**src/rtl/frame_tx_pkg.sv**
```systemverilog
package frame_tx_pkg;

  typedef enum logic [1:0] {
    PAR_NONE = 2'b00,
    PAR_ZERO = 2'b01,
    PAR_ODD  = 2'b10,
    PAR_EVEN = 2'b11
  } par_mode_e;

  localparam int unsigned START_BITS = 1;
  localparam int unsigned PAR_BITS   = 1;
  localparam int unsigned STOP_MAX   = 2;

endpackage

```
**src/rtl/frame_tx_bitclk.sv**
```systemverilog
module frame_tx_bitclk #(
  parameter int DIV_W   = 16,
  parameter int DIV_MIN = 4
) (
  input  logic             clk,
  input  logic             rst_n,
  input  logic             run,
  input  logic             tick,
  input  logic [DIV_W-1:0] div,
  output logic             bit_end
);
  localparam int CNT_W = DIV_W + 1;

  logic [DIV_W-1:0] div_eff;
  logic [CNT_W-1:0] limit;
  logic [CNT_W-1:0] cnt_q;
  logic             at_limit;

  // divisors under the floor behave as the floor
  assign div_eff  = (div < DIV_W'(DIV_MIN)) ? DIV_W'(DIV_MIN) : div;
  assign limit    = {div_eff, 1'b0} - CNT_W'(1);
  assign at_limit = (cnt_q >= limit);
  assign bit_end  = run && tick && at_limit;

  always_ff @(posedge clk or negedge rst_n) begin
    if (!rst_n) begin
      cnt_q <= '0;
    end else if (!run) begin
      cnt_q <= '0;
    end else if (tick) begin
      cnt_q <= at_limit ? '0 : cnt_q + CNT_W'(1);
    end
  end
endmodule

```
**src/rtl/frame_tx_hold.sv**
```systemverilog
module frame_tx_hold #(
  parameter int DATA_W = 8
) (
  input  logic              clk,
  input  logic              rst_n,
  input  logic              enable,
  input  logic              in_valid,
  input  logic [DATA_W-1:0] in_data,
  input  logic              take,
  output logic              in_ready,
  output logic              full,
  output logic [DATA_W-1:0] data
);
  logic              full_q;
  logic [DATA_W-1:0] data_q;

  assign in_ready = enable && !full_q;
  assign full     = full_q;
  assign data     = data_q;

  // accept needs an empty stage, take needs a full one: never both
  always_ff @(posedge clk or negedge rst_n) begin
    if (!rst_n) begin
      full_q <= 1'b0;
      data_q <= '0;
    end else if (!enable) begin
      full_q <= 1'b0;
    end else if (in_valid && in_ready) begin
      full_q <= 1'b1;
      data_q <= in_data;
    end else if (take) begin
      full_q <= 1'b0;
    end
  end
endmodule

```
**src/rtl/frame_tx_shift.sv**
```systemverilog
module frame_tx_shift
  import frame_tx_pkg::*;
#(
  parameter int DATA_W = 8
) (
  input  logic              clk,
  input  logic              rst_n,
  input  logic              enable,
  input  logic              load,
  input  logic [DATA_W-1:0] data,
  input  logic              len8,
  input  logic              lsb_first,
  input  logic [1:0]        parity,
  input  logic              stop2,
  input  logic              bit_end,
  output logic              active,
  output logic              last,
  output logic              line,
  output logic              done
);
  localparam int FRAME_W = int'(START_BITS) + DATA_W + int'(PAR_BITS) + int'(STOP_MAX);
  localparam int CW      = $clog2(FRAME_W + 1);

  par_mode_e         pmode;
  int                n_dat;
  logic [DATA_W-1:0] rev_full;
  logic [DATA_W-1:0] rev_short;
  logic [DATA_W-1:0] ord;
  logic [DATA_W-1:0] mask;
  logic              xr;
  logic              pbit;
  logic              has_par;
  logic [FRAME_W-1:0] frm;
  logic [CW-1:0]     frm_len;

  logic [FRAME_W-1:0] shift_q;
  logic [CW-1:0]      left_q;
  logic               active_q;
  logic               done_q;

  assign pmode = par_mode_e'(parity);

  always_comb begin
    n_dat = len8 ? DATA_W : DATA_W - 1;
    for (int i = 0; i < DATA_W; i++) rev_full[i] = data[DATA_W-1-i];
    for (int i = 0; i < DATA_W - 1; i++) rev_short[i] = data[DATA_W-2-i];
    rev_short[DATA_W-1] = 1'b0;
    ord  = lsb_first ? data : (len8 ? rev_full : rev_short);
    mask = {len8, {(DATA_W-1){1'b1}}};
    xr   = ^(data & mask);
    unique case (pmode)
      PAR_ODD:  pbit = ~xr;
      PAR_EVEN: pbit = xr;
      default:  pbit = 1'b0;
    endcase
    has_par = (pmode != PAR_NONE);
    // bit 0 leaves first; unused upper bits stay high as stop bits
    frm    = '1;
    frm[0] = 1'b0;
    for (int i = 0; i < DATA_W; i++) begin
      if (i < n_dat) frm[1+i] = ord[i];
    end
    for (int i = 0; i <= DATA_W; i++) begin
      if (has_par && (i == n_dat)) frm[1+i] = pbit;
    end
    frm_len = CW'(1 + n_dat + (has_par ? 1 : 0) + (stop2 ? 2 : 1));
  end

  assign last   = active_q && bit_end && (left_q == CW'(1));
  assign active = active_q;
  assign line   = shift_q[0];
  assign done   = done_q;

  always_ff @(posedge clk or negedge rst_n) begin
    if (!rst_n) begin
      shift_q  <= '1;
      left_q   <= '0;
      active_q <= 1'b0;
      done_q   <= 1'b0;
    end else if (!enable) begin
      shift_q  <= '1;
      left_q   <= '0;
      active_q <= 1'b0;
      done_q   <= 1'b0;
    end else begin
      done_q <= last;
      if (load) begin
        shift_q  <= frm;
        left_q   <= frm_len;
        active_q <= 1'b1;
      end else if (active_q && bit_end) begin
        shift_q <= {1'b1, shift_q[FRAME_W-1:1]};
        left_q  <= left_q - CW'(1);
        if (left_q == CW'(1)) active_q <= 1'b0;
      end
    end
  end
endmodule

```
**src/rtl/frame_tx.sv**
```systemverilog
module frame_tx
  import frame_tx_pkg::*;
#(
  parameter int DATA_W  = 8,
  parameter int DIV_W   = 16,
  parameter int DIV_MIN = 4
) (
  input  logic              clk,
  input  logic              rst_n,
  input  logic              base_tick,
  input  logic              cfg_power,
  input  logic              cfg_tx_en,
  input  logic              cfg_lsb_first,
  input  logic [1:0]        cfg_parity,
  input  logic              cfg_len8,
  input  logic              cfg_stop2,
  input  logic [DIV_W-1:0]  cfg_div,
  input  logic              in_valid,
  input  logic [DATA_W-1:0] in_data,
  output logic              in_ready,
  output logic              tx_line,
  output logic              busy,
  output logic              done_irq
);
  logic              hold_full;
  logic [DATA_W-1:0] hold_data;
  logic              sh_active;
  logic              sh_last;
  logic              bit_end;
  logic              load;

  // the shifter may reload on the very edge its last stop bit ends
  assign load = cfg_power && cfg_tx_en && hold_full && (!sh_active || sh_last);
  assign busy = hold_full || sh_active;

  frame_tx_hold #(.DATA_W(DATA_W)) u_hold (
    .clk      (clk),
    .rst_n    (rst_n),
    .enable   (cfg_power),
    .in_valid (in_valid),
    .in_data  (in_data),
    .take     (load),
    .in_ready (in_ready),
    .full     (hold_full),
    .data     (hold_data)
  );

  frame_tx_bitclk #(.DIV_W(DIV_W), .DIV_MIN(DIV_MIN)) u_bitclk (
    .clk     (clk),
    .rst_n   (rst_n),
    .run     (sh_active),
    .tick    (base_tick),
    .div     (cfg_div),
    .bit_end (bit_end)
  );

  frame_tx_shift #(.DATA_W(DATA_W)) u_shift (
    .clk       (clk),
    .rst_n     (rst_n),
    .enable    (cfg_power),
    .load      (load),
    .data      (hold_data),
    .len8      (cfg_len8),
    .lsb_first (cfg_lsb_first),
    .parity    (cfg_parity),
    .stop2     (cfg_stop2),
    .bit_end   (bit_end),
    .active    (sh_active),
    .last      (sh_last),
    .line      (tx_line),
    .done      (done_irq)
  );
endmodule

```
**config.mk**
```make
export PLATFORM = sky130hd
export DESIGN_NAME = frame_tx
export DESIGN_NICKNAME = d
export VERILOG_FILES = /design/src/rtl/frame_tx_pkg.sv /design/src/rtl/frame_tx_bitclk.sv /design/src/rtl/frame_tx_hold.sv /design/src/rtl/frame_tx_shift.sv /design/src/rtl/frame_tx.sv
export SDC_FILE = /design/constraint.sdc
export NUM_CORES = 1
export LEC_CHECK = 0
export BUFFER_PORTS_ARGS = -buffer_cell sky130_fd_sc_hd__clkbuf_2
export CORE_AREA = 2 2 94 96
export CTS_BUF_LIST = sky130_fd_sc_hd__clkbuf_8
export CTS_CLUSTER_DIAMETER = 150
export DETAILED_ROUTE_END_ITERATION = 16
export DIE_AREA = 0 0 96 98
export GPL_TIMING_DRIVEN = 0
export HOLD_SLACK_MARGIN = 0.08
export PLACE_DENSITY = 0.66
export SYNTH_ARGS = -nofsm -noshare
export SYNTH_HDL_FRONTEND = slang
export SYNTH_SLANG_ARGS = --single-unit
```
**constraint.sdc**
```tcl
create_clock -name clk -period 4.3 [get_ports clk]
set_clock_uncertainty 0.15 [all_clocks]
set_input_delay 0.86 -clock clk [delete_from_list [all_inputs] [get_ports clk]]
set_output_delay 0.86 -clock clk [all_outputs]
set_load 0.02 [all_outputs]
```
# After elaboration in Yosys (flattened, before gate mapping)
# Cells that the tools add are included.
# totals
register_bits,44
inputBits,35
out_inout_bits,4
# classes
add_sub_neg,6
n_lt_le_gt_ge,10
eq_ne,15
mux,41
bitwise_logic,2
reduce_logical,27
# ops
op,n
"4-bit by 32-bit equality test with 1-bit output, first input constant",4
"4-bit by 32-bit less-than comparator with 1-bit output, first input constant",4
"3-bit by 32-bit equality test with 1-bit output, first input constant",2
"3-bit by 32-bit less-than comparator with 1-bit output, first input constant",2
17-bit 2-to-1 mux,3
12-bit 2-to-1 mux,3
"2-bit by 32-bit equality test with 1-bit output, first input constant",1
"5-bit by 32-bit equality test with 1-bit output, first input constant",1
32-bit logical NOT,1
"1-bit by 32-bit less-than comparator with 1-bit output, first input constant",1
"2-bit by 32-bit less-than comparator with 1-bit output, first input constant",1
1-bit 2-to-1 mux,26
1-bit logical AND,18
"17-bit by 1-bit adder with 17-bit output, second input constant",1
17-bit >= comparator,1
"17-bit by 1-bit subtractor with 17-bit output, second input constant",1
"16-bit by 3-bit less-than comparator with 1-bit output, second input constant",1
16-bit 2-to-1 mux,1
4-bit 2-to-1 mux,4
8-bit 2-to-1 mux,2
"3-bit by 1-bit inequality test with 1-bit output, second input constant",3
4-bit adder,2
8-bit AND,1
8-bit XOR reduction,1
12 further kinds,16

# Depth between registers and ports, before layout
# depth
ltp_word,12
depth_mapped,17

# By module
# From an unflattened synthesis, not the netlist that was laid out.
# hier_totals
hier_cells,368
area_unflattened_um2,3306.9
# by_module_without_submodules
module,n_inst,cells_each,area_per_inst_um2,seq_area_each_um2
frame_tx_bitclk,1,214,1732.9,425.4
frame_tx_shift,1,128,1187.4,412.9
frame_tx_hold,1,22,366.6,225.2
frame_tx,1,4,20.0,0.0

# Worst setup path before layout
# Ideal clock, no wire load.
# synth_timing
kind,input to register
start,input cfg_div[8]
end,register u_shift.shift_q[8]
setup_time_ns,0.095
arrival_ns,4.106
required_ns,4.055
slack_ns,-0.052
cell_stages,17
path_cell_list,or4_4 > nor4_1 > nand2_1 > nand2_1 > ha_1 > nand3_1 > nor4_1 > xnor2_1 > ha_1 > nand4_1 > a31oi_1 > o21ba_2 > or3_1 > clkbuf_1 > buf_2 > a221oi_1 > o21ai_0
# synth_via
elab_chain_cells,11
# synth_rtl
item,line,source
from (decl),frame_tx.sv:17,"input logic [DIV_W-1:0] cfg_div,"
16-bit by 3-bit less-than comparator with 1-bit output,frame_tx_bitclk.sv:20,assign div_eff = (div < DIV_W'(DIV_MIN)) ? DIV_W'(DIV_MIN) : div;
16-bit 2-to-1 mux (*),frame_tx_bitclk.sv:20,
17-bit by 1-bit subtractor with 17-bit output (*),frame_tx_bitclk.sv:21,"assign limit = {div_eff, 1'b0} - CNT_W'(1);"
17-bit >= comparator (*),frame_tx_bitclk.sv:22,assign at_limit = (cnt_q >= limit);
1-bit logical AND (*),frame_tx_bitclk.sv:23,assign bit_end = run && tick && at_limit;
1-bit logical AND (*),"frame_tx_shift.sv:69, frame_tx_shift.sv:91",
1-bit logical AND,frame_tx_shift.sv:69,assign last = active_q && bit_end && (left_q == CW'(1));
1-bit logical OR,frame_tx.sv:33,assign load = cfg_power && cfg_tx_en && hold_full && (!sh_active || sh_last);
1-bit logical AND,frame_tx.sv:33,
12-bit 2-to-1 mux,frame_tx_shift.sv:87,if (load) begin
12-bit 2-to-1 mux,frame_tx_shift.sv:80,end else if (!enable) begin
to (signal assigned),frame_tx_shift.sv:88,shift_q <= frm;
to (signal assigned),frame_tx_shift.sv:92,"shift_q <= {1'b1, shift_q[FRAME_W-1:1]};"
to (decl),frame_tx_shift.sv:36,logic [FRAME_W-1:0] shift_q;
# Mark *: on every way between the ends. The rest lies on a longest branch, timed or not.
# A chain may end at the register's enable or synchronous reset.

# Final worst setup path
# layout_timing
start,input cfg_div[8]
end,register u_shift.left_q[0]
# layout_via
elab_chain_cells,11
# layout_rtl
item,line,source
16-bit by 3-bit less-than comparator with 1-bit output,frame_tx_bitclk.sv:20,
16-bit 2-to-1 mux (*),frame_tx_bitclk.sv:20,
17-bit by 1-bit subtractor with 17-bit output (*),frame_tx_bitclk.sv:21,
17-bit >= comparator (*),frame_tx_bitclk.sv:22,
1-bit logical AND (*),frame_tx_bitclk.sv:23,
1-bit logical AND (*),"frame_tx_shift.sv:69, frame_tx_shift.sv:91",
1-bit logical AND,frame_tx_shift.sv:69,
1-bit logical OR,frame_tx.sv:33,
1-bit logical AND,frame_tx.sv:33,
4-bit 2-to-1 mux,frame_tx_shift.sv:87,
4-bit 2-to-1 mux,frame_tx_shift.sv:80,
to (signal assigned),frame_tx_shift.sv:89,left_q <= frm_len;
to (signal assigned),frame_tx_shift.sv:93,left_q <= left_q - CW'(1);
to (decl),frame_tx_shift.sv:37,logic [CW-1:0] left_q;
# Marked as above.

==> flow_summary.yaml <==
pwr:
  max-vdd-ir-drop_v: 0.000124
  p_per_area_nw_per_um2: 245
  leakage_uw: 0.00168
  finalPower_uw: 964
setup_path:
  cp-start-kind: "input pin"
  cp.arrival_ps: 4200
  cp_common_cell: "or4_4"
  cp_slowest_cell: "or4_4"
  critPathKind: "in2reg"
  cp_cell_sequence: "buf_6, or4_4, or4_4, or4_1, o21ai_1, ha_1, nand4_1, nor3_2, o21a_2, or3_4, mux2i_1, a221o_1"
  cp_max_fo: 6
  ff2ff_setup_slack_ps: 1770
  end_kind: "flop"
  crit_required_ps: 4330
  cpPeakStageDelay_ps: 580
sta:
  fin_crit_sh_pct: 97.0
  rsz0062_at_grt: "yes"
  finalCriticalPeriod_ps: 4170
  worstMarginPinSlew_ps: 1080
  hold_viol_final: 0
  clock.fmax_ghz: 0.240
  tns_ps: 0
  setup_viol: 0
  final_max_slew_viol_count: 0
  slew_headroom_pct: 27.7
finish:
  fin_util_pct: 46.5
  drive_gt1_share_pct: 29.3
  fin_nets: 462
  antenna_cells: 0
  areaGrowthSynthToFinish_pct: 24.1
  fill_cells: 798
  fin_area_sq_um: 3940
clock_tree:
  numCtsBuffers: 5
  cts_hold_buf: 0
  clockRootBuffer: "clkbuf_8"
  clock_path_buffers: 2
  path_clk_slew_ps: 90
  tritoncts: "built"
  clkSinkCount: 42
  h-tree-depth: 2
  worstSkewPairLatency_ps: 300
synth:
  syn_inst: 349
  ys_types: 48
  synth_top_area_cell: "dfrtp_1"
  syn_area_sq_um: 3170
  ys_ff_latch: 42
  synth_edf_count: 0
  yosys-top-cells-area: "dfrtp_1 25%, ha_1 9.9%, dfstp_2 8.3%, mux2_2 6.0%, xnor2_1 4.7%"
  synth_fp_nets: 409
  synth_area_per_cell_sq_um: 9.09
  yosysWarningCount: 0
  synth.yosys.seq_area_share_pct: 33.5
  async_flop_share_pct: 100
  synth.top_cell.area_share_pct: 25.2
  yosys_most_used_dff: "dfrtp_1"
die:
  ios: 39
  die-area_sq_um: 9410
  die_w_microns: 96
  core_area_sq_um: 8470
  dieHeight_microns: 98
  initial_core_util_pct: 37.5
  rows: 34
routing:
  drc: 0
  wl_per_cell_microns: 15.0
  drt_pass1_iterations: 5
  wirelength_microns: 7660
  num_vias: 2891
  postRouteAntennaNets: 0
  initialDrtViolationCount: 153
  vias_per_cell: 5.66
global_routing:
  grt_start_max_net_pins: 43
  gr-max-usage-layer: "met2"
  grt_pass1_wl_microns: 12000
  grt_remaining_overflow: 0
  grt_pass1_vias: 2642
  track_usage_pct: 15.8
  met2_usage_pct: 27.0
  antenna_found_initial: 0
  met3_usage_pct: 2.08
  grt_use_met1_pct: 20.9
placement:
  placed_area_sq_um: 3510
  io_buffers: 36
  routabilityCongestion: 0.888
  hpwlAfterDp_microns: 5490
job:
  cap_violations: 0
status:
  outcome: "complete, no violations"
worst_hold_path:
  holdCritPathClass: "reg2reg"
-- power breakdown --
part | internal [uW] | total (uW) | switching, uW
registers | 424 | 453 | 29.2
clock network | 112 | 255 | 142
logic | 126 | 256 | 130
total | 663 | 964 | 302
-- state kept, by name, indices dropped and copies added (netlist names) --
signal / cells
u_shift.active: 1
u_shift.shift_q: 10
u_hold.full: 1
u_hold.data: 8
u_shift.left_q: 4
u_bitclk.cnt_q: 17
u_shift.done: 1
-- per-stage QoR --
step,setup WS [ps],hold slack (ps),instances
floorplan,5.55,309,349
global placement,-719,338,493
detailed placement,-794,343,493
CTS,-32.9,356,500
global route,-45.3,373,511
finish,130,357,511
-- routing by layer --
metal	part of all wire (%)	up-vias
met2	50	60
met1	45	1413
met4	1.2	0
li1	-	1410
met3	3.0	8
met5	0	-
-- kinds of logic (layout without fill, tap and decap cells) --
family,count (synthesis),after routing,synth area share (%)
flip-flops,42,42,33.5
AND/OR/NAND/NOR,113,113,18.5
XOR/XNOR,22,22,6.07
AO/OA/AOI/OAI,92,92,19.4
multiplexers,27,27,9.19
adder cells (fa/ha/maj),25,25,9.86
buffers and inverters,28,82,3.51
-- synthesized netlist by cell type (all sizes together), types with 3 or more instances --
master  count
a41oi       4
mux2i      10
a21o       10
and4        3
xnor2      17
nor4        6
and2        4
a211oi      3
inv        12
nand2      32
mux2       17
xor2        5
o21ai      12
a22oi       8
nand2b      7
clkbuf     11
a31oi      13
and3        4
nor2       14
nor3        6
nor2b       4
dfrtp      32
or4         4
ha         25
a22o        3
nand4       5
nand3      18
buf         5
a21oi      23
dfstp      10
-- layout make-up --
class / instances / area, sq um / area share [%]
Buffer: 15 / 97.6 / 2.48
Timing Repair Buffer: 47 / 303 / 7.69
Tap cell: 108 / 135 / 3.43
Multi-Input combinational cell: 279 / 2210 / 56.1
Clock inverter: 3 / 17.5 / 0.445
Sequential cell: 42 / 1060 / 27.0
Clock buffer: 5 / 68.8 / 1.75
Inverter: 12 / 45.0 / 1.14
-- placed cells by master, fill, tap and decap left out, types with 11 or more instances in the layout --
cell type  synthesis  final
mux2_2            17     16
xnor2_1           17     17
a21oi_1           23     22
a31oi_1           13     12
nand2_1           32     28
buf_4              0     11
nor2_1            14     13
inv_1             12     13
nand3_1           18     16
clkbuf_2           0     33
ha_1              25     24
dfrtp_1           32     32
-- critical path, delay by kind of cell --
family | cells | cell delay [ps]
adder cells (fa/ha/maj) | 1 | 270
AND/OR/NAND/NOR | 6 | 2150
multiplexers | 1 | 160
buffers and inverters | 1 | 90
AO/OA/AOI/OAI | 3 | 680
-- final timing paths --
| path | startpoint | depth (start not counted) | end |
|---|---|---|---|
| worst min register to register | u_bitclk.cnt_q[16] | 1 | u_bitclk.cnt_q[16] |
| worst max register to register | u_bitclk.cnt_q[8] | 7 | u_shift.left_q[0] |
| worst max-delay path | cfg_div[8] | 12 | u_shift.left_q[0] |
| worst min-delay path | u_bitclk.cnt_q[16] | 1 | u_bitclk.cnt_q[16] |
| min in group asynchronous | rst_n | 1 | u_hold.data[6] |
| max in group asynchronous | rst_n | 1 | u_shift.left_q[3] |
-- what timing repair did --
action                                 4_1_cts  5_1_grt
gates cloned                                 0        1
setup endpoints to repair                   33       32
endpoints found under the hold margin        0        0
pin swaps                                    0        7
resized for setup                           13       47
buffers inserted                             0       10
Power figures use the tool's default switching activity.
